$ cat src/rtl/dma_loop_pkg.sv
package dma_loop_pkg;

   // Widest single access in bytes and the width of a byte offset into it.
   localparam int ACC_BYTES = 8;
   localparam int ACC_OFS_W = 4;
   localparam int WRAP_W    = 5;

   typedef enum logic [1:0] {
      ST_IDLE  = 2'd0,
      ST_READ  = 2'd1,
      ST_WRITE = 2'd2
   } loop_state_e;

   typedef struct packed {
      logic [1:0]        size;
      logic [WRAP_W-1:0] wrap;
   } side_attr_t;

   function automatic logic [ACC_OFS_W-1:0] code_to_bytes(input logic [1:0] code);
      return ACC_OFS_W'(1) << code;
   endfunction

endpackage

$ cat src/rtl/dma_addr_step.sv
module dma_addr_step #(
   parameter int AW    = 32,
   parameter int OFF_W = 16,
   parameter int MW    = 5
) (
   input  logic             clk,
   input  logic             rst_n,
   input  logic             load,
   input  logic [AW-1:0]    load_val,
   input  logic             step,
   input  logic [OFF_W-1:0] offset,
   input  logic [MW-1:0]    wrap_bits,
   input  logic             adjust,
   input  logic [AW-1:0]    adjust_val,
   output logic [AW-1:0]    addr
);
   localparam logic [AW-1:0] ONE = AW'(1);

   logic [AW-1:0] off_ext, sum, mask, stepped, after_step, nxt;

   always_comb begin
      off_ext    = {{(AW-OFF_W){offset[OFF_W-1]}}, offset};
      sum        = addr + off_ext;
      mask       = (wrap_bits == '0) ? '1 : ((ONE << wrap_bits) - ONE);
      stepped    = (addr & ~mask) | (sum & mask);
      after_step = step ? stepped : addr;
      nxt        = adjust ? (after_step + adjust_val) : after_step;
   end

   always_ff @(posedge clk) begin
      if (!rst_n)    addr <= '0;
      else if (load) addr <= load_val;
      else           addr <= nxt;
   end
endmodule

$ cat src/rtl/dma_stage_buf.sv
module dma_stage_buf #(
   parameter int NB    = 8,
   parameter int OFS_W = 4
) (
   input  logic              clk,
   input  logic              rst_n,
   input  logic              capture,
   input  logic [8*NB-1:0]   rd_data,
   input  logic [OFS_W-1:0]  put_ofs,
   input  logic [OFS_W-1:0]  put_len,
   input  logic [OFS_W-1:0]  take_ofs,
   output logic [8*NB-1:0]   take_data
);
   logic [8*NB-1:0] stage_q;
   logic [8*NB-1:0] shifted;
   logic [OFS_W:0]  put_end;

   assign shifted   = rd_data << {put_ofs, 3'b000};
   assign put_end   = {1'b0, put_ofs} + {1'b0, put_len};
   assign take_data = stage_q >> {take_ofs, 3'b000};

   for (genvar b = 0; b < NB; b++) begin : g_lane
      logic hit;
      assign hit = capture && ((OFS_W+1)'(b) >= {1'b0, put_ofs}) && ((OFS_W+1)'(b) < put_end);
      always_ff @(posedge clk) begin
         if (!rst_n)   stage_q[8*b +: 8] <= '0;
         else if (hit) stage_q[8*b +: 8] <= shifted[8*b +: 8];
      end
   end
endmodule

$ cat src/rtl/dma_major_ctr.sv
module dma_major_ctr #(
   parameter int ITER_W = 15
) (
   input  logic              clk,
   input  logic              rst_n,
   input  logic              load,
   input  logic [ITER_W-1:0] begin_val,
   input  logic              minor_end,
   output logic [ITER_W-1:0] cur,
   output logic              final_pass
);
   assign final_pass = (cur <= ITER_W'(1));

   always_ff @(posedge clk) begin
      if (!rst_n)          cur <= '0;
      else if (load)       cur <= begin_val;
      else if (minor_end)  cur <= final_pass ? begin_val : cur - ITER_W'(1);
   end
endmodule

$ cat src/rtl/dma_chan_ctrl.sv
module dma_chan_ctrl
   import dma_loop_pkg::*;
#(
   parameter int NBYTE_W = 32
) (
   input  logic                 clk,
   input  logic                 rst_n,
   input  logic                 desc_load,
   input  logic                 en_set,
   input  logic                 en_clr,
   input  logic                 sw_start,
   input  logic                 hw_req,
   input  logic                 irq_ack,
   input  logic [NBYTE_W-1:0]   nbytes,
   input  logic [1:0]           src_size,
   input  logic [1:0]           dst_size,
   input  logic                 int_major,
   input  logic                 auto_dis,
   input  logic                 mem_ready,
   input  logic                 final_pass,
   output logic                 mem_req,
   output logic                 mem_we,
   output logic                 src_step,
   output logic                 dst_step,
   output logic                 major_end,
   output logic                 minor_end,
   output logic                 capture,
   output logic [ACC_OFS_W-1:0] put_ofs,
   output logic [ACC_OFS_W-1:0] put_len,
   output logic [ACC_OFS_W-1:0] take_ofs,
   output logic                 busy,
   output logic                 done,
   output logic                 irq,
   output logic                 err,
   output logic                 req_en,
   output logic                 start_pend
);
   localparam int RW = NBYTE_W + 1;

   loop_state_e          state_q;
   logic [RW-1:0]        remain_q;
   logic [ACC_OFS_W-1:0] fill_q, drain_q;
   logic [ACC_OFS_W-1:0] sbytes, dbytes, unit;
   logic [RW-1:0]        unit_w, remain_load;
   logic                 want, misfit, rd_fire, wr_fire, rd_last, wr_last;

   always_comb begin
      sbytes      = code_to_bytes(src_size);
      dbytes      = code_to_bytes(dst_size);
      unit        = (sbytes > dbytes) ? sbytes : dbytes;
      unit_w      = {{(RW-ACC_OFS_W){1'b0}}, unit};
      remain_load = (nbytes == '0) ? {1'b1, {NBYTE_W{1'b0}}} : {1'b0, nbytes};
      misfit      = (nbytes[ACC_OFS_W-1:0] & (unit - ACC_OFS_W'(1))) != '0;
      want        = (state_q == ST_IDLE) && (start_pend || (req_en && hw_req));
      rd_fire     = (state_q == ST_READ)  && mem_ready;
      wr_fire     = (state_q == ST_WRITE) && mem_ready;
      rd_last     = (fill_q + sbytes) == unit;
      wr_last     = (drain_q + dbytes) == unit;
      minor_end   = wr_fire && wr_last && (remain_q == unit_w);
      major_end   = minor_end && final_pass;
   end

   assign mem_req  = (state_q != ST_IDLE);
   assign mem_we   = (state_q == ST_WRITE);
   assign busy     = (state_q != ST_IDLE);
   assign src_step = rd_fire;
   assign dst_step = wr_fire;
   assign capture  = rd_fire;
   assign put_ofs  = fill_q;
   assign put_len  = sbytes;
   assign take_ofs = drain_q;

   // Minor-loop sequencer: gather one unit, scatter it, repeat.
   always_ff @(posedge clk) begin
      if (!rst_n) begin
         state_q  <= ST_IDLE;
         remain_q <= '0;
         fill_q   <= '0;
         drain_q  <= '0;
      end else begin
         unique case (state_q)
            ST_IDLE: begin
               if (want && !misfit) begin
                  state_q  <= ST_READ;
                  remain_q <= remain_load;
                  fill_q   <= '0;
               end
            end
            ST_READ: begin
               if (rd_fire) begin
                  if (rd_last) begin
                     state_q <= ST_WRITE;
                     drain_q <= '0;
                     fill_q  <= '0;
                  end else begin
                     fill_q <= fill_q + sbytes;
                  end
               end
            end
            ST_WRITE: begin
               if (wr_fire) begin
                  if (wr_last) begin
                     remain_q <= remain_q - unit_w;
                     drain_q  <= '0;
                     state_q  <= (remain_q == unit_w) ? ST_IDLE : ST_READ;
                  end else begin
                     drain_q <= drain_q + dbytes;
                  end
               end
            end
            default: state_q <= ST_IDLE;
         endcase
      end
   end

   // Channel flags.
   always_ff @(posedge clk) begin
      if (!rst_n) begin
         start_pend <= 1'b0;
         req_en     <= 1'b0;
         done       <= 1'b0;
         irq        <= 1'b0;
         err        <= 1'b0;
      end else begin
         start_pend <= sw_start || (start_pend && !want);
         if (en_set)                     req_en <= 1'b1;
         else if (en_clr)                req_en <= 1'b0;
         else if (major_end && auto_dis) req_en <= 1'b0;
         if (major_end)                  done <= 1'b1;
         else if (en_set)                done <= 1'b0;
         if (major_end && int_major)     irq <= 1'b1;
         else if (irq_ack)               irq <= 1'b0;
         if (want && misfit)             err <= 1'b1;
         else if (desc_load)             err <= 1'b0;
      end
   end
endmodule

$ cat src/rtl/dma_desc_engine.sv
module dma_desc_engine
   import dma_loop_pkg::*;
#(
   parameter int AW      = 32,
   parameter int DW      = 64,
   parameter int OFF_W   = 16,
   parameter int NBYTE_W = 32,
   parameter int ITER_W  = 15
) (
   input  logic               clk,
   input  logic               rst_n,
   input  logic               desc_load,
   input  logic [AW-1:0]      d_src_addr,
   input  logic [AW-1:0]      d_dst_addr,
   input  logic [OFF_W-1:0]   d_src_off,
   input  logic [OFF_W-1:0]   d_dst_off,
   input  logic [1:0]         d_src_size,
   input  logic [1:0]         d_dst_size,
   input  logic [WRAP_W-1:0]  d_src_wrap,
   input  logic [WRAP_W-1:0]  d_dst_wrap,
   input  logic [NBYTE_W-1:0] d_nbytes,
   input  logic [ITER_W-1:0]  d_iter,
   input  logic [AW-1:0]      d_src_last,
   input  logic [AW-1:0]      d_dst_last,
   input  logic               d_int_major,
   input  logic               d_auto_dis,
   input  logic               en_set,
   input  logic               en_clr,
   input  logic               sw_start,
   input  logic               hw_req,
   input  logic               irq_ack,
   output logic               mem_req,
   output logic               mem_we,
   output logic [AW-1:0]      mem_addr,
   output logic [1:0]         mem_size,
   output logic [DW-1:0]      mem_wdata,
   input  logic [DW-1:0]      mem_rdata,
   input  logic               mem_ready,
   output logic               busy,
   output logic               done,
   output logic               irq,
   output logic               err,
   output logic               req_en,
   output logic               start_pend,
   output logic [ITER_W-1:0]  cur_iter,
   output logic [AW-1:0]      src_addr,
   output logic [AW-1:0]      dst_addr
);
   localparam int NB = DW / 8;

   if (DW != 8 * ACC_BYTES) begin : g_bad_dw
      $error("dma_desc_engine: DW must equal the widest access (64 bits)");
   end
   if (AW <= OFF_W) begin : g_bad_aw
      $error("dma_desc_engine: AW must exceed OFF_W");
   end
   if (NBYTE_W < ACC_OFS_W) begin : g_bad_nb
      $error("dma_desc_engine: NBYTE_W too small");
   end
   if (ITER_W < 2) begin : g_bad_iter
      $error("dma_desc_engine: ITER_W too small");
   end

   // Latched descriptor.
   side_attr_t                src_attr_q, dst_attr_q;
   logic [1:0][OFF_W-1:0]     off_q;
   logic [1:0][AW-1:0]        last_q;
   logic [NBYTE_W-1:0]        nbytes_q;
   logic [ITER_W-1:0]         biter_q;
   logic                      int_major_q, auto_dis_q;
   logic [WRAP_W-1:0]         src_wrap_q, dst_wrap_q;
   logic                      load_ok;

   assign load_ok    = desc_load && !busy;
   assign src_wrap_q = src_attr_q.wrap;
   assign dst_wrap_q = dst_attr_q.wrap;

   always_ff @(posedge clk) begin
      if (!rst_n) begin
         src_attr_q  <= '0;
         dst_attr_q  <= '0;
         off_q       <= '0;
         last_q      <= '0;
         nbytes_q    <= '0;
         biter_q     <= '0;
         int_major_q <= 1'b0;
         auto_dis_q  <= 1'b0;
      end else if (load_ok) begin
         src_attr_q  <= '{size: d_src_size, wrap: d_src_wrap};
         dst_attr_q  <= '{size: d_dst_size, wrap: d_dst_wrap};
         off_q       <= {d_dst_off, d_src_off};
         last_q      <= {d_dst_last, d_src_last};
         nbytes_q    <= d_nbytes;
         biter_q     <= d_iter;
         int_major_q <= d_int_major;
         auto_dis_q  <= d_auto_dis;
      end
   end

   // Control.
   logic                 src_step, dst_step, major_end, minor_end, capture, final_pass;
   logic [ACC_OFS_W-1:0] put_ofs, put_len, take_ofs;

   dma_chan_ctrl #(.NBYTE_W(NBYTE_W)) u_ctrl (
      .clk        (clk),
      .rst_n      (rst_n),
      .desc_load  (desc_load),
      .en_set     (en_set),
      .en_clr     (en_clr),
      .sw_start   (sw_start),
      .hw_req     (hw_req),
      .irq_ack    (irq_ack),
      .nbytes     (nbytes_q),
      .src_size   (src_attr_q.size),
      .dst_size   (dst_attr_q.size),
      .int_major  (int_major_q),
      .auto_dis   (auto_dis_q),
      .mem_ready  (mem_ready),
      .final_pass (final_pass),
      .mem_req    (mem_req),
      .mem_we     (mem_we),
      .src_step   (src_step),
      .dst_step   (dst_step),
      .major_end  (major_end),
      .minor_end  (minor_end),
      .capture    (capture),
      .put_ofs    (put_ofs),
      .put_len    (put_len),
      .take_ofs   (take_ofs),
      .busy       (busy),
      .done       (done),
      .irq        (irq),
      .err        (err),
      .req_en     (req_en),
      .start_pend (start_pend)
   );

   dma_major_ctr #(.ITER_W(ITER_W)) u_major (
      .clk        (clk),
      .rst_n      (rst_n),
      .load       (load_ok),
      .begin_val  (load_ok ? d_iter : biter_q),
      .minor_end  (minor_end),
      .cur        (cur_iter),
      .final_pass (final_pass)
   );

   // Address generators, index 0 = source, 1 = destination.
   logic [1:0][AW-1:0]     side_addr, side_start;
   logic [1:0][WRAP_W-1:0] side_wrap;
   logic [1:0]             side_step;

   assign side_start = {d_dst_addr, d_src_addr};
   assign side_wrap  = {dst_attr_q.wrap, src_attr_q.wrap};
   assign side_step  = {dst_step, src_step};

   for (genvar k = 0; k < 2; k++) begin : g_side
      dma_addr_step #(.AW(AW), .OFF_W(OFF_W), .MW(WRAP_W)) u_step (
         .clk        (clk),
         .rst_n      (rst_n),
         .load       (load_ok),
         .load_val   (side_start[k]),
         .step       (side_step[k]),
         .offset     (off_q[k]),
         .wrap_bits  (side_wrap[k]),
         .adjust     (major_end),
         .adjust_val (last_q[k]),
         .addr       (side_addr[k])
      );
   end

   assign src_addr = side_addr[0];
   assign dst_addr = side_addr[1];

   dma_stage_buf #(.NB(NB), .OFS_W(ACC_OFS_W)) u_stage (
      .clk       (clk),
      .rst_n     (rst_n),
      .capture   (capture),
      .rd_data   (mem_rdata),
      .put_ofs   (put_ofs),
      .put_len   (put_len),
      .take_ofs  (take_ofs),
      .take_data (mem_wdata)
   );

   assign mem_addr = mem_we ? dst_addr : src_addr;
   assign mem_size = mem_we ? dst_attr_q.size : src_attr_q.size;
endmodule

$ cat config.mk
export PLATFORM = sky130hd
export DESIGN_NAME = dma_desc_engine
export DESIGN_NICKNAME = d
export VERILOG_FILES = /design/src/rtl/dma_loop_pkg.sv /design/src/rtl/dma_addr_step.sv /design/src/rtl/dma_stage_buf.sv /design/src/rtl/dma_major_ctr.sv /design/src/rtl/dma_chan_ctrl.sv /design/src/rtl/dma_desc_engine.sv
export SDC_FILE = /design/constraint.sdc
export NUM_CORES = 2
export LEC_CHECK = 0
export ABC_AREA = 0
export CORE_AREA = 2 2 229 208
export DETAILED_ROUTE_END_ITERATION = 7
export DIE_AREA = 0 0 231 210
export PLACE_DENSITY = 0.88
export SLEW_MARGIN = 20
export SYNTH_ARGS = -nofsm -noshare
export SYNTH_HDL_FRONTEND = slang
export SYNTH_SLANG_ARGS = --single-unit
$ cat constraint.sdc
create_clock -name clk -period 7.9 [get_ports clk]
set_input_delay 1.975 -clock clk [delete_from_list [all_inputs] [get_ports clk]]
set_output_delay 1.975 -clock clk [all_outputs]
set_load 0.02 [all_outputs]
Yosys cells after proc, flatten, opt, wreduce, memory -nomap -nowiden
Index checks and enable logic that the tools add are counted.
- output and inout bits: 185
- input port bits: 296
- word-level logic and storage cells: 184
- flip-flop bits (word level): 350
- magnitude comparators: 18
- $add $sub $neg: 12
- reduce and logical (&&, ||, !) cells: 52
- equal/unequal tests: 10
- muxes and demuxes: 45
- shift operators: 6
- bitwise operators: 9
- operators with widths (operator ; count):
    two-way mux 32 bit ; 9
    two-way mux 33 bit ; 4
    adder 32 bit ; 4
    AND 32 bit ; 4
    one-hot mux 33 bit (2 select lines) ; 1
    NOT 32 bit ; 2
    OR 32 bit ; 2
    << shifter 1 x 5 -> 32 bit (first input constant) ; 2
    << shifter 64 x 7 -> 64 bit ; 1
    >> shifter 64 x 7 -> 64 bit ; 1
    subtractor 32 x 1 -> 32 bit (second input constant) ; 2
    two-way mux 15 bit ; 4
    == test 33 x 4 -> 1 bit ; 1
    subtractor 33 x 4 -> 33 bit ; 1
    logical NOT 32 bit ; 1
    two-way mux 4 bit ; 8
    logical AND 1 bit ; 29
    < comparator 3 x 5 -> 1 bit (first input constant) ; 4
    >= comparator 3 x 4 -> 1 bit (first input constant) ; 4
    one-hot mux 4 bit (2 select lines) ; 2
    nonzero test 2 bit ; 8
    <= comparator 15 x 1 -> 1 bit (second input constant) ; 1
    subtractor 15 x 1 -> 15 bit (second input constant) ; 1
    two-way mux 2 bit ; 6
    26 further kinds ; 50

Depth between registers and ports, before layout
- word-level depth: 11
- gate-level depth with buffers: 26
- depth with buffers taken out: 23

Modules after synthesis
A second synthesis with hierarchy kept.
- cells, all modules: 3694
- area total of the unflattened synthesis: 29304.4 µm²
- modules (own cells, without submodules) (module ; area an instance (µm²) ; times used ; cells each):
    dma_desc_engine ; 6985.4 ; 1 ; 745
    dma_stage_buf ; 5957.0 ; 1 ; 693
    dma_addr_step at g_side[0].u_step ; 5776.8 ; 1 ; 822
    dma_addr_step at g_side[1].u_step ; 5582.9 ; 1 ; 797
    dma_chan_ctrl ; 3917.5 ; 1 ; 499
    dma_major_ctr ; 1084.8 ; 1 ; 138

Worst setup path after synthesis
OpenSTA, ideal clock, no wires.
- kind: input to register
- start: in mem_ready
- end: reg g_side[0].u_step.addr[30]
- arrival time: 5.238 ns
- setup slack: 2.525 ns
- buffers on the path: 2
- cell stages on the path: 16
- cells stage by stage: nand2_1 > clkbuf_1 > buf_1 > a21oi_1 > mux2_2 > ha_1 > a211oi_1 > nand2_1 > a211oi_1 > o31a_1 > nor3_1 > o311ai_0 > a31oi_1 > xor2_1 > nand2_1 > a31oi_1
- word-level cells in the longest chain between the ends: 6
- elaborated cells between the ends (all ways): 9
- RTL lines (what ; line ; source):
    from (decl) ; dma_desc_engine.sv:38 ; input logic mem_ready,
    parallel branches: the longest is 4 deep, another holds adder 32 bit ; n/a ;
    two-way mux 32 bit (*) ; dma_addr_step.sv:27 ; nxt = adjust ? (after_step + adjust_val) : after_step;
    two-way mux 32 bit (*) ; dma_addr_step.sv:32 ; else if (load) addr <= load_val;
    to (signal assigned) ; dma_addr_step.sv:32 ;
    to (signal assigned) ; dma_addr_step.sv:33 ; else addr <= nxt;
    to (decl) ; dma_addr_step.sv:15 ; output logic [AW-1:0] addr
Mark *: on every way between the ends.
A chain may end at the register's enable or synchronous reset.

Worst setup path in the final report
- start: reg src_attr_q (netlist bit src_wrap_q[1])
- end: reg g_side[0].u_step.addr[29]
- word-level cells in the longest chain between the ends: 10
- elaborated cells between the ends (all ways): 12
- RTL lines (what ; line ; source):
    from (decl) ; dma_desc_engine.sv:65 ; side_attr_t src_attr_q, dst_attr_q;
    from (signal assigned) ; dma_desc_engine.sv:89 ; src_attr_q <= '{size: d_src_size, wrap: d_src_wrap};
    << shifter 1 x 5 -> 32 bit ; dma_addr_step.sv:24 ; mask = (wrap_bits == '0) ? '1 : ((ONE << wrap_bits) - ONE);
    subtractor 32 x 1 -> 32 bit ; dma_addr_step.sv:24 ;
    two-way mux 32 bit (*) ; dma_addr_step.sv:24 ;
    NOT 32 bit ; dma_addr_step.sv:25 ; stepped = (addr & ~mask) | (sum & mask);
    AND 32 bit ; dma_addr_step.sv:25 ;
    OR 32 bit (*) ; dma_addr_step.sv:25 ;
    two-way mux 32 bit (*) ; dma_addr_step.sv:26 ; after_step = step ? stepped : addr;
    adder 32 bit ; dma_addr_step.sv:27 ;
    two-way mux 32 bit (*) ; dma_addr_step.sv:27 ;
    two-way mux 32 bit (*) ; dma_addr_step.sv:32 ;
Every way passes the cells marked *; elsewhere a longest branch is shown, timed or not.

==> flow_summary.toml <==
[status]
status = "finished, final reports clean"

[die]
num_io_pins = 481
die_area_sq_um = 48500
start_util_pct = 58.4
core-area_sq_um = 46200
die_y_microns = 210
core.rowCount = 75
die_w_microns = 231

[yosys]
synth_nets = 4208
ys.flop_type = "dfxtp_1"
ys_seq_elements = 350
ys_seq_area_share_pct = 26.0
synthSimpleGateAreaFrac_pct = 24.4
synth-xor-area-share_pct = 3.54
muxShareOfSynthArea_pct = 8.49
postSynth.asyncResetShare_pct = 0
synth_edf_count = 0
synth_fa_ha_area_share_pct = 7.66
synth_cell_type_count = 87
synth_area_per_cell_sq_um = 7.19
synth-compound-area-share_pct = 25.5
yosys.area.top_type = "dfxtp_1"
netlist_area_sq_um = 27000
ys_top_cells_by_area = "dfxtp_1 26%, nand2_1 10%, a21oi_1 9.1%"
synth_top_family_by_area = "compound AO/OA/AOI/OAI gates"
synth_warnings = 0
synth.top_cell.area_share_pct = 26.0
synthesis.instances = 3751

[timing]
worst_pin_slew_ns = 1.09
period_needed_ns = 6.60
slew-limit-headroom_pct = 27.1
finClkSkew_ns = 0.0234
hold_viol = 0
clock.fmax_mhz = 152
finalSetupViolations = 0
rsz0062_at_grt = "false"
fin_ws_ns = 1.30
fin_setup_tns_ns = 0
timing.final.max_slew_violations = 0
period_share_pct = 83.5

[global_route]
grt_overflow = 0
grt_pass1_wl_microns = 155000
grt_pass1_vias = 27184
antenna_found_initial = 15
grt_max_degree = 182
grt_util_all_layers_pct = 40.3

[drt]
drt_iter0_markers = 3556
wl_microns = 102000
ant_nets = 0
drc_errors = 0
vias_per_cell = 6.41
wl_per_cell_microns = 21.7
firstDrtPassIters = 8
dr_total_vias = 30202

[cts]
postCtsSetupBuffers = 0
cts_buffers = 39
cts_tree = "yes"
clock_latency_ns = 0.59
cts.sinks = 350
cts_buffer_depth = 3
clock-root-buffer = "clkbuf_16"
clk_pin_slew_ns = 0.06
ctsResizeCount = 0
holdBufCountCts = 0
cts_max_level = 2

[worst_setup_path]
crit_path_end_kind = "register"
r2r_setup_slack_ns = 1.30
required_ns = 8.39
crit_fanout = 22
arrival_ns = 7.09
cp-start-kind = "register"
critical_path_class = "reg -> reg"

[placement]
gp_congestion = 1.01
pre_cts_ws_ns = 1.14
dpl_cell_area_sq_um = 31900
dp_hpwl_microns = 75700
io_buffers = 480

[final_layout]
utilization_pct = 71.9
final_cell_mix = "731 x nand2_1, 491 x a21oi_1, 479 x clkdlybuf4s50_1"
mostFrequentLayoutCell = "nand2_1"
fin_nets = 4517
syn_to_final_growth_pct = 23.1
drive_gt1_share_pct = 5.33
stdcell_area_sq_um = 33200

[run]
cap_viol_max_count = 0

[pwr]
pwr-share-seq_pct = 28.3
p_sw_w = 0.00403
p_leak_nw = 13.1
power.density_nw_per_um2 = 267
combPwrFrac_pct = 50.9
switching_share_pct = 45.5
internal-power_w = 0.00483
ir_worst_vdd_mv = 0.251
clkPwrFrac_pct = 20.7

[worst_hold_path]
hp-class = "reg -> reg"
## sequential cells by signal, summed over array words and instances, names as in the netlist, 4 cells and up
| signal | flops |
|---|---|
| biter_q | 15 |
| u_ctrl.put_ofs | 4 |
| u_major.cur | 15 |
| last_q | 64 |
| dst_wrap_q | 5 |
| u_stage.stage_q | 64 |
| u_ctrl.take_ofs | 4 |
| g_side.u_step.addr | 64 |
| off_q | 32 |
| nbytes_q | 32 |
| src_wrap_q | 5 |
| u_ctrl.remain_q | 33 |
## path summary, 6_finish.rpt
path                                                              to                        from  cells after the start
worst max-delay path            g_side[0].u_step.addr[29]$_SDFF_PN0_  src_wrap_q[1]$_SDFFE_PN0P_                     23
worst min-delay path                          biter_q[11]$_SDFF_PN0_      biter_q[11]$_SDFF_PN0_                      2
worst max register to register  g_side[0].u_step.addr[29]$_SDFF_PN0_  src_wrap_q[1]$_SDFFE_PN0P_                     23
worst min register to register                biter_q[11]$_SDFF_PN0_      biter_q[11]$_SDFF_PN0_                      2
## cells by family after synthesis
family | Yosys count
buffers and inverters | 313
flip-flops | 350
multiplexers | 185
AO/OA/AOI/OAI | 1140
adder cells (fa/ha/maj) | 161
AND/OR/NAND/NOR | 1493
XOR/XNOR | 109
## layout make-up
class / count / area, sq um
clock buffers: 57 / 1130
repair buffers: 510 / 5050
fillers: 3791 / 13000
flip-flops and latches: 350 / 7020
clock inverters: 11 / 124
inverters: 71 / 274
well taps: 616 / 771
diodes: 6 / 15.0
multi-input cells: 3088 / 18800
## per-stage QoR
| stage | total power (W) | cells | hold slack [ns] |
|---|---|---|---|
| 5_1_grt | 0.00933 | 4709 | 0.475 |
| 6_report | 0.00886 | 4709 | 0.452 |
| 3_5_place_dp | 0.00689 | 4635 | 0.443 |
| 3_3_place_gp | 0.00684 | 4635 | 0.440 |
| 2_1_floorplan | 0.00538 | 3751 | 0.429 |
| 4_1_cts | 0.00874 | 4703 | 0.452 |
## cell usage after synthesis, types with 38 or more instances
| cell type | number |
|---|---|
| mux2_2 | 51 |
| and2_1 | 38 |
| a31oi_1 | 44 |
| nand2_1 | 732 |
| ha_1 | 154 |
| inv_1 | 69 |
| nor3_1 | 75 |
| a21o_1 | 52 |
| a21oi_1 | 491 |
| nor2_1 | 353 |
| dfxtp_1 | 350 |
| o21ai_0 | 227 |
| nand3_1 | 84 |
| clkbuf_1 | 202 |
| a211oi_1 | 54 |
| mux2i_1 | 104 |
| xor2_1 | 46 |
| xnor2_1 | 63 |
## critical path, cell delays in order, from the launching register on
cell and delay [ns]:
dfxtp_1 0.30, buf_4 0.20, or3_1 0.48, nor3_1 0.53, inv_1 0.29, ha_1 0.44, inv_1 0.29, nand2_1 0.13
mux2i_1 0.16, a21oi_1 0.09, o22ai_1 0.17, nand2_1 0.09, o31ai_1 0.50, ha_1 0.41, a211oi_1 0.26, o211ai_1 0.12
a41oi_1 0.30, o21ai_0 0.23, a211oi_1 0.57, o211ai_1 0.21, a21oi_1 0.23, o21ai_0 0.13, xnor2_1 0.15, a211oi_1 0.22
## routing by layer
layer | vias to the layer above | track usage, % | wire length (microns)
met4 | 16 | 17.7 | 5050
met5 | - | 0 | 110
met3 | 293 | 9.77 | 11700
met1 | 13988 | 54.3 | 41500
met2 | 1844 | 61.3 | 43900
li1 | 14061 | - | -
## power groups by stage
stage	sequential (W)	combinational (W)	clock, W
global placement	0.00252	0.00432	0
global route	0.00253	0.00490	0.00191
CTS	0.00248	0.00442	0.00184
finish	0.00251	0.00451	0.00184
detailed placement	0.00252	0.00438	0
floorplan	0.00242	0.00296	0
Power figures use the tool's default switching activity.
